**config.mk**
```make
export PLATFORM = sky130hd
export DESIGN_NAME = card_busmaster_ctl
export DESIGN_NICKNAME = d
export VERILOG_FILES = /design/src/rtl/cbm_pkg.sv /design/src/rtl/cbm_regs.sv /design/src/rtl/cbm_beat_ctr.sv /design/src/rtl/cbm_fsm.sv /design/src/rtl/card_busmaster_ctl.sv
export SDC_FILE = /design/constraint.sdc
export NUM_CORES = 1
export LEC_CHECK = 0
export BUFFER_PORTS_ARGS = -buffer_cell sky130_fd_sc_hd__buf_2
export CAP_MARGIN = 20
export CELL_PAD_IN_SITES_DETAIL_PLACEMENT = 1
export CELL_PAD_IN_SITES_GLOBAL_PLACEMENT = 1
export CORE_ASPECT_RATIO = 0.5
export CORE_MARGIN = 10
export CORE_UTILIZATION = 25
export DETAILED_ROUTE_END_ITERATION = 7
export PLACE_DENSITY = 0.57
export SYNTH_ARGS = -nofsm -noshare
export SYNTH_HDL_FRONTEND = slang
export SYNTH_SLANG_ARGS = --single-unit
```
**constraint.sdc**
```tcl
create_clock -name clk -period 4.6 [get_ports clk]
set_input_delay 0.69 -clock clk [delete_from_list [all_inputs] [get_ports clk]]
set_output_delay 0.69 -clock clk [all_outputs]
set_load 0.1 [all_outputs]
```
**src/rtl/cbm_pkg.sv**
```systemverilog
package cbm_pkg;
    typedef enum logic [2:0] {
        ST_IDLE, ST_REQ_IRQ, ST_ARMED, ST_WAIT_SYNC, ST_MASTER, ST_RELEASE, ST_DONE
    } cbm_state_e;

    localparam int unsigned REG_AW = 2;
    localparam logic [REG_AW-1:0] A_COUNT   = 2'd0;
    localparam logic [REG_AW-1:0] A_TRIGGER = 2'd1;
    localparam logic [REG_AW-1:0] A_STATUS  = 2'd2;

    localparam logic [7:0] ST_CODE_BUSY  = 8'h00;
    localparam logic [7:0] ST_CODE_OK    = 8'h01;
    localparam logic [7:0] ST_CODE_ABORT = 8'h80;
endpackage

```
**src/rtl/cbm_regs.sv**
```systemverilog
module cbm_regs
    import cbm_pkg::*;
#(
    parameter int unsigned CNT_W = 8
) (
    input  logic              clk,
    input  logic              rst_n,
    input  logic              reg_wr,
    input  logic [REG_AW-1:0] reg_addr,
    input  logic [7:0]        reg_wdata,
    input  logic              trig_take,
    input  logic              fin_ok,
    input  logic              fin_abort,
    output logic              trig_wr,
    output logic [CNT_W-1:0]  count_q,
    output logic [7:0]        status_q,
    output logic [7:0]        rd_data
);
    logic [7:0] count_ext;

    assign trig_wr = reg_wr && (reg_addr == A_TRIGGER);

    always_ff @(posedge clk or negedge rst_n) begin
        if (!rst_n) begin
            count_q <= '0;
        end else if (reg_wr && reg_addr == A_COUNT) begin
            count_q <= CNT_W'(reg_wdata);
        end
    end

    always_ff @(posedge clk or negedge rst_n) begin
        if (!rst_n) begin
            status_q <= ST_CODE_BUSY;
        end else if (trig_take) begin
            status_q <= ST_CODE_BUSY;
        end else if (fin_abort) begin
            status_q <= ST_CODE_ABORT;
        end else if (fin_ok) begin
            status_q <= ST_CODE_OK;
        end
    end

    assign count_ext = 8'(count_q);

    always_comb begin
        unique case (reg_addr)
            A_COUNT:  rd_data = count_ext;
            A_STATUS: rd_data = status_q;
            default:  rd_data = 8'h00;
        endcase
    end

    p_busy_clear_r4: assert property (@(posedge clk) disable iff (!rst_n)
        trig_take |=> status_q == ST_CODE_BUSY);
    p_abort_code_r8: assert property (@(posedge clk) disable iff (!rst_n)
        fin_abort |=> status_q == ST_CODE_ABORT);
    p_ok_code_r9: assert property (@(posedge clk) disable iff (!rst_n)
        fin_ok |=> status_q == ST_CODE_OK);
endmodule

```
**src/rtl/cbm_beat_ctr.sv**
```systemverilog
module cbm_beat_ctr #(
    parameter int unsigned CNT_W = 8
) (
    input  logic             clk,
    input  logic             rst_n,
    input  logic             load,
    input  logic             run,
    input  logic [CNT_W-1:0] count,
    output logic [CNT_W-1:0] beat_num,
    output logic             last
);
    logic [CNT_W-1:0] idx_q;

    always_ff @(posedge clk or negedge rst_n) begin
        if (!rst_n) begin
            idx_q <= '0;
        end else if (load) begin
            idx_q <= '0;
        end else if (run) begin
            idx_q <= idx_q + CNT_W'(1);
        end
    end

    assign beat_num = idx_q;
    assign last     = run && (idx_q == count - CNT_W'(1));

    p_beat_bound_r6: assert property (@(posedge clk) disable iff (!rst_n)
        run |-> beat_num < count);
    p_beat_step_r6: assert property (@(posedge clk) disable iff (!rst_n)
        (run && $past(run)) |-> beat_num == $past(beat_num) + CNT_W'(1));
endmodule

```
**src/rtl/cbm_fsm.sv**
```systemverilog
module cbm_fsm
    import cbm_pkg::*;
(
    input  logic clk,
    input  logic rst_n,
    input  logic svc_req,
    input  logic trig_wr,
    input  logic status_rd,
    input  logic cpu_sync,
    input  logic cpu_vp_n,
    input  logic host_reset,
    input  logic count_zero,
    input  logic last_beat,
    output logic irq_n,
    output logic rdy,
    output logic be,
    output logic beat_run,
    output logic start_master,
    output logic trig_take,
    output logic fin_ok,
    output logic fin_abort
);
    cbm_state_e state_q, state_d;
    logic abort_ev;

    assign abort_ev = !cpu_vp_n || host_reset;

    always_ff @(posedge clk or negedge rst_n) begin
        if (!rst_n) state_q <= ST_IDLE;
        else        state_q <= state_d;
    end

    always_comb begin
        state_d = state_q;
        unique case (state_q)
            ST_IDLE:      if (svc_req) state_d = ST_REQ_IRQ;
            ST_REQ_IRQ:   if (trig_wr) state_d = ST_ARMED;
            ST_ARMED:     if (abort_ev || count_zero) state_d = ST_DONE;
                          else state_d = ST_WAIT_SYNC;
            ST_WAIT_SYNC: if (abort_ev) state_d = ST_DONE;
                          else if (cpu_sync) state_d = ST_MASTER;
            ST_MASTER:    if (last_beat) state_d = ST_RELEASE;
            ST_RELEASE:   state_d = ST_DONE;
            ST_DONE:      if (status_rd) state_d = ST_IDLE;
            default:      state_d = ST_IDLE;
        endcase
    end

    always_comb begin
        irq_n        = (state_q != ST_REQ_IRQ);
        be           = (state_q != ST_MASTER);
        rdy          = !(state_q == ST_MASTER || state_q == ST_RELEASE);
        beat_run     = (state_q == ST_MASTER);
        trig_take    = (state_q == ST_REQ_IRQ) && trig_wr;
        start_master = (state_q == ST_WAIT_SYNC) && !abort_ev && cpu_sync;
        fin_abort    = (state_q == ST_ARMED || state_q == ST_WAIT_SYNC) && abort_ev;
        fin_ok       = (state_q == ST_RELEASE) ||
                       (state_q == ST_ARMED && !abort_ev && count_zero);
    end

    p_irq_drop_r4: assert property (@(posedge clk) disable iff (!rst_n)
        (!irq_n && trig_wr) |=> irq_n);
    p_take_on_sync_r5: assert property (@(posedge clk) disable iff (!rst_n)
        $fell(be) |-> ($past(cpu_sync) && $past(cpu_vp_n) && !$past(host_reset)));
    p_be_first_r7: assert property (@(posedge clk) disable iff (!rst_n)
        $rose(rdy) |-> ($past(be) && be));
    p_abort_quiet_r8: assert property (@(posedge clk) disable iff (!rst_n)
        fin_abort |=> (be && rdy));
endmodule

```
**src/rtl/card_busmaster_ctl.sv**
```systemverilog
module card_busmaster_ctl
    import cbm_pkg::*;
#(
    parameter int unsigned CNT_W = 8
) (
    input  logic             clk,
    input  logic             rst_n,
    input  logic             svc_req,
    input  logic             reg_wr,
    input  logic             reg_rd,
    input  logic [1:0]       reg_addr,
    input  logic [7:0]       reg_wdata,
    output logic [7:0]       reg_rdata,
    input  logic             cpu_sync,
    input  logic             cpu_vp_n,
    input  logic             host_reset,
    output logic             irq_n,
    output logic             rdy,
    output logic             be,
    output logic             xfer_beat,
    output logic [CNT_W-1:0] beat_num
);
    logic             trig_wr, trig_take, fin_ok, fin_abort;
    logic             start_master, beat_run, last_beat, status_rd;
    logic [CNT_W-1:0] count_q;
    logic [7:0]       status_q;

    assign status_rd = reg_rd && (reg_addr == A_STATUS);

    cbm_regs #(.CNT_W(CNT_W)) u_regs (
        .clk(clk), .rst_n(rst_n), .reg_wr(reg_wr), .reg_addr(reg_addr),
        .reg_wdata(reg_wdata), .trig_take(trig_take), .fin_ok(fin_ok),
        .fin_abort(fin_abort), .trig_wr(trig_wr), .count_q(count_q),
        .status_q(status_q), .rd_data(reg_rdata)
    );

    cbm_fsm u_fsm (
        .clk(clk), .rst_n(rst_n), .svc_req(svc_req), .trig_wr(trig_wr),
        .status_rd(status_rd), .cpu_sync(cpu_sync), .cpu_vp_n(cpu_vp_n),
        .host_reset(host_reset), .count_zero(count_q == '0),
        .last_beat(last_beat), .irq_n(irq_n), .rdy(rdy), .be(be),
        .beat_run(beat_run), .start_master(start_master),
        .trig_take(trig_take), .fin_ok(fin_ok), .fin_abort(fin_abort)
    );

    cbm_beat_ctr #(.CNT_W(CNT_W)) u_beats (
        .clk(clk), .rst_n(rst_n), .load(start_master), .run(beat_run),
        .count(count_q), .beat_num(beat_num), .last(last_beat)
    );

    assign xfer_beat = beat_run;

    p_idle_trigger_r12: assert property (@(posedge clk) disable iff (!rst_n)
        (irq_n && rdy && be && trig_wr && status_q != ST_CODE_BUSY) |=> $stable(status_q));
endmodule

```
After elaboration in Yosys (flattened, before gate mapping)
Cells that the tools add are included.
W data, S select, Z words.
{"block": "word_totals", "reg_bits": 27, "inputBits": 18, "output_inout_bits": 20}
{"block": "classes", "add_sub_neg": 2, "n_eq_ne": 16, "n_mux": 14, "reduce_logical": 24}
{"op": "$mux W8", "n": 5}
{"op": "$mux W3", "n": 7}
{"op": "$pmux W3 S7", "n": 1}
{"op": "$pmux W8 S2", "n": 1}
{"op": "$logic_and A1 B1 Y1", "n": 10}
{"op": "$eq A3 B3 Y1 const B", "n": 3}
{"op": "$add A8 B1 Y8 const B", "n": 1}
{"op": "$eq A8 B8 Y1", "n": 1}
{"op": "$logic_not A8 Y1", "n": 1}
{"op": "$sub A8 B1 Y8 const B", "n": 1}
{"op": "$eq A3 B2 Y1 const B", "n": 2}
{"op": "$ne A2 B2 Y1 const B", "n": 3}
{"op": "$logic_or A1 B1 Y1", "n": 5}
{"op": "$reduce_and A5 Y1", "n": 1}
{"op": "$eq A3 B1 Y1 const B", "n": 1}
{"op": "$logic_not A1 Y1", "n": 3}
{"op": "$logic_not A3 Y1", "n": 1}
{"op": "$ne A3 B1 Y1 const B", "n": 1}
{"op": "$ne A3 B2 Y1 const B", "n": 1}
{"op": "$ne A3 B3 Y1 const B", "n": 1}
{"op": "$reduce_bool A3 Y1", "n": 1}
{"op": "$eq A2 B1 Y1 const B", "n": 1}
{"op": "$eq A2 B2 Y1 const B", "n": 1}
{"op": "$logic_not A2 Y1", "n": 1}
{"op": "other kinds (2)", "n": 2}

Depth between registers and ports, before layout
Gate-level depths: netlist of run 1.
{"block": "depth", "depth_word": 9, "ltp_mapped": 7, "depth_no_buf": 7}

By module
From an unflattened synthesis of run 1, not the netlist that was laid out.
{"block": "hier_totals", "hier_cells": 151, "hier_area_um2": 1445.1}
{"module": "cbm_beat_ctr", "instances": 1, "cells_each": 70, "area_each_um2": 615.6, "seq_area_each_um2": 200.2}
{"module": "cbm_regs", "instances": 1, "cells_each": 43, "area_each_um2": 510.5, "seq_area_each_um2": 250.2}
{"module": "cbm_fsm", "instances": 1, "cells_each": 33, "area_each_um2": 292.8, "seq_area_each_um2": 75.1}
{"module": "card_busmaster_ctl", "instances": 1, "cells_each": 5, "area_each_um2": 26.3, "seq_area_each_um2": 0.0}

Worst setup path before layout of run 1
OpenSTA, ideal clock, no wires.
{"block": "synth_path", "path_type": "input port to output port", "from": "input reg_addr[1]", "to": "output reg_rdata[1]", "arrival_ps": 2952, "t_required_ps": 3910, "path_slack_ps": 958, "cell_stages": 2, "path_buffers": 1, "path_cell_list": "clkbuf_1 nor3_1"}
{"block": "synth_between", "elab_chain_cells": 2}
{"element": "start: declaration", "line": "card_busmaster_ctl.sv:11", "text": "input logic [1:0] reg_addr,"}
{"element": "$eq A2 B2 Y1 or $logic_not A2 Y1 (tied branches)", "line": "cbm_regs.sv:46", "text": "unique case (reg_addr)"}
{"element": "$pmux W8 S2 *", "line": "cbm_regs.sv:46"}
{"element": "end: declaration", "line": "card_busmaster_ctl.sv:13", "text": "output logic [7:0] reg_rdata,"}
Mark *: on every way between the ends. The rest lies on a longest branch, timed or not.

Worst setup path after layout of run 1
{"block": "layout_path", "from": "register u_fsm.state_q[2]", "to": "output xfer_beat"}
{"block": "layout_between", "elab_chain_cells": 1}
{"element": "start: declaration", "line": "cbm_fsm.sv:23", "text": "cbm_state_e state_q, state_d;"}
{"element": "start signal: assignment", "line": "cbm_fsm.sv:30", "text": "else state_q <= state_d;"}
{"element": "$eq A3 B3 Y1", "line": "cbm_fsm.sv:53", "text": "beat_run = (state_q == ST_MASTER);"}
{"element": "end: declaration", "line": "card_busmaster_ctl.sv:20", "text": "output logic xfer_beat,"}
No other way between the ends.

==> flow_summary.json, run 1 <==
{
  "vias": 1180,
  "synth_edf_count": 0,
  "r2r-end": "u_fsm.state_q[0]$_DFFE_PN0P_",
  "status": "complete, no violations",
  "ys_seq_area_share_pct": 37.70,
  "startpoint_type": "register",
  "clk_latency_ps": 260,
  "die_h_um": 72.80,
  "slowest_delay_ps": 530,
  "crit_path_top_delay_cell": "dfrtp_1",
  "crit_required_ps": 3910,
  "synth-simple-area-share_pct": 29.08,
  "worstPathMaxFanout": 11,
  "fillers": 659,
  "synth-seq-cells": 21,
  "tightest_slew_ps": 613.6,
  "synth_compound_area_share_pct": 8.707,
  "endpoint_kind": "primary output",
  "antenna_found_initial": 0,
  "r2r-start": "u_regs.count_q[0]$_DFFE_PN0P_",
  "crit_start": "u_fsm.state_q[2]$_DFFE_PN0P_",
  "period_needed_ps": 2494,
  "finClkSkew_ps": 6.403,
  "antennaDiodeCount": 0,
  "r2r_cells": 7,
  "cts.sinks": 21,
  "ff2ff_setup_slack_ps": 2750,
  "fmax_mhz": 401.0,
  "synth_area_mm2": 0.001394,
  "die_x_um": 125.6,
  "drt_iter0_markers": 70,
  "grt_pass1_vias": 1217,
  "synthArstFlopShare_pct": 100.0,
  "synth.largest_area_cell": "dfrtp_1",
  "place_congestion": 0.7570,
  "hp-class": "in -> async",
  "syn_avg_cell_area_um2": 9.547,
  "yosysWarnings": 0,
  "wirelength_um": 3760,
  "io_buffers": 37,
  "ant_nets": 0,
  "cts_tree": "built",
  "areaGrowthSynthToFinish_pct": 20.83,
  "numCtsBuffers": 3,
  "rsz0062_at_grt": "false",
  "cts_hold_buf": 0,
  "track_usage_pct": 8.147,
  "ff_latch_area_um2": 525.5,
  "crit_path_end": "xfer_beat",
  "synth_common_cells": "22 x nor2_1, 21 x dfrtp_1, 9 x nand2_1, 8 x xnor2_1, 7 x mux2_2",
  "ys_top_cells_by_area": "dfrtp_1 38%, nor2_1 5.9%, mux2_2 5.7%, xnor2_1 5.0%, xor2_1 3.8%",
  "die_area_mm2": 0.009143,
  "worstPathArrival_ps": 1800,
  "post-cts-setup-buffers": 0,
  "grt_max_degree": 22,
  "htreeDepth": 1,
  "dp.final_hpwl_um": 3007,
  "synthDominantCellAreaShare_pct": 37.70,
  "yosys.area_share.xor_xnor_pct": 10.41,
  "maxCapViolations": 0,
  "worst-setup-path-type": "reg -> out",
  "via_per_inst": 4.627,
  "multi_input_area_um2": 818.3,
  "muxShareOfSynthArea_pct": 7.810,
  "drc_errors": 0,
  "grt_overflow_total": 0,
  "max_slew_margin_pct": 58.94,
  "avgRoutedWirePerCell_um": 14.75,
  "clk_path_buf_depth": 2,
  "setup-violations-final": 0,
  "drive_gt1_share_pct": 28.57,
  "finalSetupTns_ps": 0,
  "post-route-period-util_pct": 54.22,
  "start_util_pct": 25.60,
  "grt_pass1_wl_um": 6161,
  "hold_violations": 0,
  "nets": 204,
  "cts_resized": 0,
  "syn_inst": 146,
  "clkTransAtPathRegs_ps": 80,
  "row_count": 19,
  "synthAdderAreaFrac_pct": 2.693,
  "syn_nets": 167,
  "synthFlopType": "dfrtp_1",
  "yosysMostFrequentCell": "nor2_1",
  "synth_top_family_by_area": "simple AND/OR/NAND/NOR gates",
  "slew_viol_final": 0,
  "root_buffer": "clkbuf_8",
  "core-area_mm2": 0.005444,
  "path_cells": "nor3b_4 > buf_2",
  "firstDrtPassIters": 4,
  "netlist-cell-type-count": 44,
  "ios": 38
}
## worst min-delay path by stage
stage,startpoint,endpoint,slack (ps),cells after the start
2_1_floorplan,rst_n,u_beats.beat_num[0]$_DFFE_PN0P_,390,0
3_3_place_gp,u_regs.status_q[0]$_DFFE_PN0P_,u_regs.status_q[0]$_DFFE_PN0P_,580,2
3_5_place_dp,u_regs.count_q[7]$_DFFE_PN0P_,u_regs.count_q[7]$_DFFE_PN0P_,580,1
4_1_cts,rst_n,u_regs.count_q[4]$_DFFE_PN0P_,400,1
5_1_grt,rst_n,u_regs.count_q[4]$_DFFE_PN0P_,410,1
6_report,rst_n,u_regs.count_q[1]$_DFFE_PN0P_,390,1
## cells by family after synthesis
kind of cell | Yosys count
AOI/OAI and AO/OA | 17
xor gates and xnor gates | 15
adders and majority gates | 3
buffers and inverters | 10
DFF | 21
muxes | 10
and+or+nand+nor | 70
## worst max-delay path, delay by kind of cell (launching register included)
kind	cells	cell delay, ps
and+or+nand+nor	1	490
DFF	1	530
buffers and inverters	1	520
## layout make-up
type,count,share of cell area [%]
inverters,5,1.114
multi-input cells,115,48.59
clock buffers,4,2.675
repair buffers,37,11.00
flip-flops and latches,21,31.20
well taps,73,5.423
## per-layer routing
layer / GRT usage (%) / part of all wire (%) / up-vias
met2: 14.27 / 49 / 17
met5: 0 / 0 / -
met4: 1.904 / 0.77 / 0
met1: 9.871 / 46 / 580
met3: 2.103 / 3.6 / 4
li1: - / - / 579
## sequential cells by signal, indices dropped and copies added (netlist names)
name              flops
u_fsm.state_q         3
u_beats.beat_num      8
u_regs.status_q       2
u_regs.count_q        8
## through the flow
step	util (%)	std cells	setup slack [ps]	instance area, µm²	hold WS [ps]
2_1_floorplan	-	146	958.0	1394	394.4
3_3_place_gp	30.11	251	2241	1639	577.1
3_5_place_dp	30.11	251	2203	1639	582.6
4_1_cts	30.94	255	2094	1684	403.7
5_1_grt	30.94	255	1982	1684	413.9
6_report	30.94	255	2106	1684	386.3
## layout by cell type, fill, tap and decap left out, types with 2 or more instances in the layout
master	netlist	layout
inv_1	5	5
xnor2_1	8	8
xor2_1	6	6
o21ai_0	3	3
buf_2	1	37
dfrtp_1	21	21
mux2_2	7	7
nand3_1	4	4
a21oi_1	2	2
a31oi_1	3	3
ha_1	3	3
nor2_1	22	22
or2_2	2	2
mux2i_1	3	3
nor3b_1	2	2
nand2_1	9	9
and2_1	6	6
nand3b_1	2	2
nor3_1	6	6
clkbuf_8	0	3
nor4b_1	2	2
nand2b_1	3	3
nand4_1	3	3
Power of run 1 is left out: the tool's default activity adds up to more than one toggle a clock period on the data nets, which glitch-free logic cannot reach.
==> inputs of run 2 (changes only) <==
Settings changed: ABC_AREA set to 1, PLACE_DENSITY 0.57 to 0.62.
Clock period 4.6 ns to 2 ns, I/O delays scaled along.
==> flow_summary.json, run 2 <==
{
  "status": "complete, no violations",
  "fmax_mhz": 535.5,
  "r2r-end": "u_fsm.state_q[0]$_DFFE_PN0P_",
  "ir_drop_uv": 699.8,
  "via_per_inst": 4.476,
  "vias": 1504,
  "syn_nets": 245,
  "pwr-share-seq_pct": 24.9,
  "clk_path_buf_depth": 2,
  "die_area_mm2": 0.009541,
  "core-area_mm2": 0.005587,
  "row_count": 19,
  "switching_share_pct": 59.44,
  "crit_required_ps": 1700,
  "fillers": 742,
  "syn_inst": 224,
  "synth_edf_count": 0,
  "cts_hold_buf": 0,
  "hold_violations": 0,
  "worst-setup-path-type": "reg -> out",
  "numCtsBuffers": 3,
  "grt_max_degree": 22,
  "critPathTopFamily": "buffers and inverters",
  "critPathBufInv": 2,
  "netlist-cell-type-count": 24,
  "synth_compound_area_share_pct": 8.333,
  "synthDominantCellAreaShare_pct": 35.71,
  "path_cells": "nor2_1 > nand2_4 > clkinvlp_4 > clkbuf_4",
  "post-place-ws_ps": 210.7,
  "pwr-share-clk_pct": 14.7,
  "wirelength_um": 4437,
  "avgRoutedWirePerCell_um": 13.21,
  "hp-class": "in -> async",
  "synth-simple-area-share_pct": 40.82,
  "startpoint_type": "register",
  "grt_pass1_wl_um": 7686,
  "syn_avg_cell_area_um2": 6.569,
  "synth_top_family_by_area": "simple AND/OR/NAND/NOR gates",
  "r2r_cells": 13,
  "clk_latency_ps": 250,
  "root_buffer": "clkbuf_16",
  "antennaDiodeCount": 0,
  "drive_gt1_share_pct": 22.43,
  "finClkSkew_ps": 1.567,
  "power.switching_uw": 1778,
  "worstPathArrival_ps": 1570,
  "p_leak_uw": 0.0009877,
  "worst_slack_ps": 132.7,
  "synthArstFlopShare_pct": 100.0,
  "nets": 285,
  "synthFlopType": "dfrtp_1",
  "die_h_um": 74.25,
  "yosys.area_share.xor_xnor_pct": 2.381,
  "ys_top_cells_by_area": "dfrtp_1 36%, nand2_1 16%, nor2_1 9.4%, inv_1 7.4%, nand3_1 6.1%",
  "grt_pass1_vias": 1607,
  "worstPathMaxFanout": 7,
  "grt_overflow_total": 0,
  "slew_viol_final": 0,
  "start_util_pct": 26.34,
  "muxShareOfSynthArea_pct": 0,
  "synth.largest_area_cell": "dfrtp_1",
  "die_x_um": 128.5,
  "drc_errors": 0,
  "ys_seq_area_share_pct": 35.71,
  "p_per_area_mw_per_mm2": 1636,
  "synth_common_cells": "62 x nand2_1, 37 x nor2_1, 29 x inv_1, 21 x dfrtp_1, 18 x nand3_1",
  "drt_iter0_markers": 59,
  "p_int_uw": 1213,
  "crit_path_top_delay_cell": "dfrtp_1",
  "layout.cells.most_common": "nand2_1",
  "clkTransAtPathRegs_ps": 60,
  "track_usage_pct": 9.684,
  "synthAdderAreaFrac_pct": 2.551,
  "period_needed_ps": 1867,
  "rsz0062_at_grt": "false",
  "firstDrtPassIters": 4,
  "antenna_found_initial": 0,
  "htreeDepth": 1,
  "maxCapViolations": 0,
  "ant_nets": 0,
  "cts_tree": "built",
  "tightest_slew_ps": 520.9,
  "r2r-start": "u_regs.count_q[0]$_DFFE_PN0P_",
  "areaGrowthSynthToFinish_pct": 24.23,
  "synth-seq-cells": 21,
  "place_congestion": 0.7927,
  "slowest_delay_ps": 440,
  "combPwrFrac_pct": 60.4,
  "holdWs_ps": 12.58,
  "multi_input_area_um2": 803.3,
  "layout_common_cells": "61 x nand2_1, 37 x nor2_1, 36 x buf_2, 28 x inv_1, 19 x dfrtp_1",
  "io_buffers": 37,
  "setup-violations-final": 0,
  "ff_latch_area_um2": 528.0,
  "ff2ff_setup_slack_ps": 220,
  "dp.final_hpwl_um": 3724,
  "post-route-period-util_pct": 93.37,
  "yosysMostFrequentCell": "nand2_1",
  "cts.sinks": 21,
  "synth_area_mm2": 0.001471,
  "ios": 38,
  "max_slew_margin_pct": 65.28,
  "power.total_uw": 2991,
  "endpoint_kind": "primary output",
  "yosysWarnings": 0
}
==> run 2: cell types whose count changed after synthesis, sizes merged, moves of 6 or more <==
cell / delta
mux2: -7
and2: -6
nor2: +17
a21oi: +13
inv: +31
nand3: +15
nand2: +56
==> run 2: cell type report <==
| cell class | instances | area share (%) |
|---|---|---|
| well taps | 73 | 4.997 |
| flip-flops and latches | 21 | 28.88 |
| multi-input cells | 165 | 43.94 |
| clock buffers | 4 | 4.312 |
| inverters | 36 | 7.598 |
| repair buffers | 37 | 10.27 |
==> run 2: stage by stage <==
stage | std cells | setup TNS [ps] | instance area (µm²) | util, %
CTS | 336 | 0 | 1823 | 32.63
detailed placement | 332 | 0 | 1744 | 31.22
floorplan | 224 | -953.8 | 1483 | -
global placement | 332 | 0 | 1744 | 31.22
finish | 336 | 0 | 1828 | 32.72
global route | 336 | 0 | 1828 | 32.72
==> run 2: routing by layer <==
layer | vias to the layer above | global-route usage [%] | share of wire (%)
li1 | 779 | - | -
met1 | 710 | 12.35 | 50
met2 | 13 | 16.88 | 47
met3 | 2 | 1.702 | 1.9
met4 | 0 | 2.209 | 0.77
met5 | - | 0 | 0
==> run 2: worst max-delay path by stage <==
stage               depth (start not counted)  slack, ps                          start                      endpoint
CTS                                         4         40   u_fsm.state_q[0]$_DFFE_PN0P_                     xfer_beat
floorplan                                   3       -190                    reg_addr[1]                  reg_rdata[0]
global placement                           13        300  u_regs.count_q[0]$_DFFE_PN0P_  u_fsm.state_q[2]$_DFFE_PN0P_
finish                                      4        130   u_fsm.state_q[0]$_DFFE_PN0P_                     xfer_beat
detailed placement                         13        210  u_regs.count_q[0]$_DFFE_PN0P_  u_fsm.state_q[0]$_DFFE_PN0P_
global route                               13         20  u_regs.count_q[0]$_DFFE_PN0P_  u_fsm.state_q[2]$_DFFE_PN0P_
==> run 2: power groups by stage <==
stage          Clock [µW]  Sequential (µW)  Combinational, µW
2_1_floorplan           0             1140               1090
3_3_place_gp            0              754               1790
3_5_place_dp            0              756               1810
4_1_cts               455              749               1820
5_1_grt               470              777               1970
6_report              440              745               1810
==> run 2: cell families (layout without fill, tap and decap cells) <==
| logic type | after synthesis | after routing |
|---|---|---|
| simple gates | 134 | 134 |
| buf+inv | 38 | 77 |
| compound gates | 24 | 24 |
| flops | 21 | 21 |
| xor+xnor | 4 | 4 |
| fa+ha+maj | 3 | 3 |
==> run 2: repair_timing <==
| action | 4_1_cts | 5_1_grt |
|---|---|---|
| buffers inserted | 0 | 0 |
| hold endpoints to repair | 0 | 0 |
| setup endpoints to repair | 0 | 3 |
| resized for setup | 0 | 2 |
(Power assumes the default switching activity.)
==> inputs of run 3 (changes only) <==
Settings changed: CELL_PAD_IN_SITES_GLOBAL_PLACEMENT 1 to 2, PLACE_DENSITY 0.62 to 0.77.
==> flow_summary.json, run 3 (same netlist as run 2, synthesis figures left out) <==
{
  "die_x_um": 128.5,
  "r2r-end": "u_fsm.state_q[2]$_DFFE_PN0P_",
  "core-area_mm2": 0.005587,
  "cts_hold_buf": 0,
  "cts_tree": "built",
  "hold_violations": 0,
  "crit_path_top_delay_cell": "dfrtp_1",
  "post-cts-setup-buffers": 0,
  "layout.cells.most_common": "nand2_1",
  "grt_overflow_total": 0,
  "multi_input_area_um2": 800.8,
  "hp-class": "in -> async",
  "rsz0062_at_grt": "false",
  "worst-setup-path-type": "reg -> out",
  "clkTransAtPathRegs_ps": 60,
  "io_buffers": 37,
  "track_usage_pct": 9.901,
  "grt_pass1_wl_um": 7741,
  "startpoint_type": "register",
  "vias": 1519,
  "drt_iter0_markers": 79,
  "row_count": 19,
  "crit_required_ps": 1700,
  "post-route-period-util_pct": 92.16,
  "die_h_um": 74.25,
  "root_buffer": "clkbuf_16",
  "place_congestion": 0.7568,
  "finClkSkew_ps": 4.848,
  "maxCapViolations": 0,
  "ff2ff_setup_slack_ps": 280,
  "drive_gt1_share_pct": 22.05,
  "worstPathArrival_ps": 1540,
  "grt_pass1_vias": 1614,
  "slew_viol_final": 0,
  "path_cells": "nor2_1 > nand2_4 > clkinvlp_4 > clkbuf_4",
  "via_per_inst": 4.521,
  "period_needed_ps": 1843,
  "r2r_cells": 13,
  "nets": 285,
  "status": "complete, no violations",
  "ios": 38,
  "htreeDepth": 1,
  "max_slew_margin_pct": 65.05,
  "wirelength_um": 4475,
  "antenna_found_initial": 0,
  "p_per_area_mw_per_mm2": 1625,
  "start_util_pct": 26.34,
  "grt_max_degree": 22,
  "fmax_mhz": 542.6,
  "antennaDiodeCount": 0,
  "p_leak_uw": 0.0009874,
  "numCtsBuffers": 3,
  "ir_drop_uv": 794.9,
  "setup-violations-final": 0,
  "crit_path_end": "xfer_beat",
  "fillers": 717,
  "ant_nets": 0,
  "endpoint_kind": "primary output",
  "crit_start": "u_fsm.state_q[0]$_DFFE_PN0P_",
  "layout_common_cells": "62 x nand2_1, 37 x nor2_1, 36 x buf_2, 28 x inv_1, 19 x dfrtp_1",
  "slowest_delay_ps": 440,
  "drc_errors": 0,
  "die_area_mm2": 0.009541,
  "avgRoutedWirePerCell_um": 13.32,
  "dp.final_hpwl_um": 3729,
  "cts.sinks": 21,
  "areaGrowthSynthToFinish_pct": 24.06,
  "clk_latency_ps": 260,
  "firstDrtPassIters": 4,
  "clk_path_buf_depth": 2,
  "tightest_slew_ps": 522.9,
  "holdWs_ps": 11.16,
  "ff_latch_area_um2": 528.0,
  "power.total_uw": 2967,
  "worstPathMaxFanout": 7,
  "r2r-start": "u_regs.count_q[0]$_DFFE_PN0P_"
}
==> run 3: cell types whose count changed in the layout (fill, tap and decap cells not counted) <==
cell,change
nand2_1,+1
nand2_2,-1
==> run 3: cell type report <==
type,instances,area share [%]
sequential,21,28.92
timing repair buffer,37,10.28
tap,73,5.003
multi-input combinational,165,43.87
inverter,36,7.608
clock buffer,4,4.318
==> run 3: critical path, delay by kind of cell, from the launching register on <==
kind	cells	cell delay, ps
buffers and inverters	2	480
DFF	1	440
and+or+nand+nor	2	370
==> run 3: repair_timing <==
item,in CTS,in global routing
endpoints found under the hold margin,0,0
endpoints found under the setup margin,0,1
gates resized for setup,0,1
==> run 3: stage by stage <==
step / worst slack [ps] / util (%) / instance area, µm² / setup TNS, ps / std cells
CTS: 34.32 / 32.63 / 1823 / 0 / 336
detailed placement: 264.5 / 31.22 / 1744 / 0 / 332
global placement: 309.5 / 31.22 / 1744 / 0 / 332
floorplan: -192.8 / - / 1483 / -953.8 / 224
global route: 39.25 / 32.68 / 1826 / 0 / 336
finish: 156.9 / 32.68 / 1826 / 0 / 336
==> run 3: per-layer routing <==
metal,wire (µm),up-vias,global-route usage (%)
li1,-,779,-
met1,2139,713,12.49
met2,2095,23,17.22
met3,186,4,1.844
met4,53,0,2.577
met5,0,-,0
==> run 3: worst min path at each step <==
stage          startpoint                               to  slack (ps)  cells past startpoint
2_1_floorplan       rst_n  u_beats.beat_num[0]$_DFFE_PN0P_           4                      0
3_3_place_gp        rst_n   u_regs.status_q[0]$_DFFE_PN0P_         310                      1
3_5_place_dp        rst_n   u_regs.status_q[0]$_DFFE_PN0P_         310                      1
4_1_cts             rst_n   u_regs.status_q[0]$_DFFE_PN0P_          30                      1
5_1_grt             rst_n   u_regs.status_q[0]$_DFFE_PN0P_          50                      1
6_report            rst_n   u_regs.status_q[0]$_DFFE_PN0P_          10                      1
==> run 3: power breakdown <==
part / switching (µW) / internal (µW) / total (µW)
Sequential: 174 / 568 / 742
Clock: 163 / 272 / 435
Combinational: 1420 / 371 / 1790
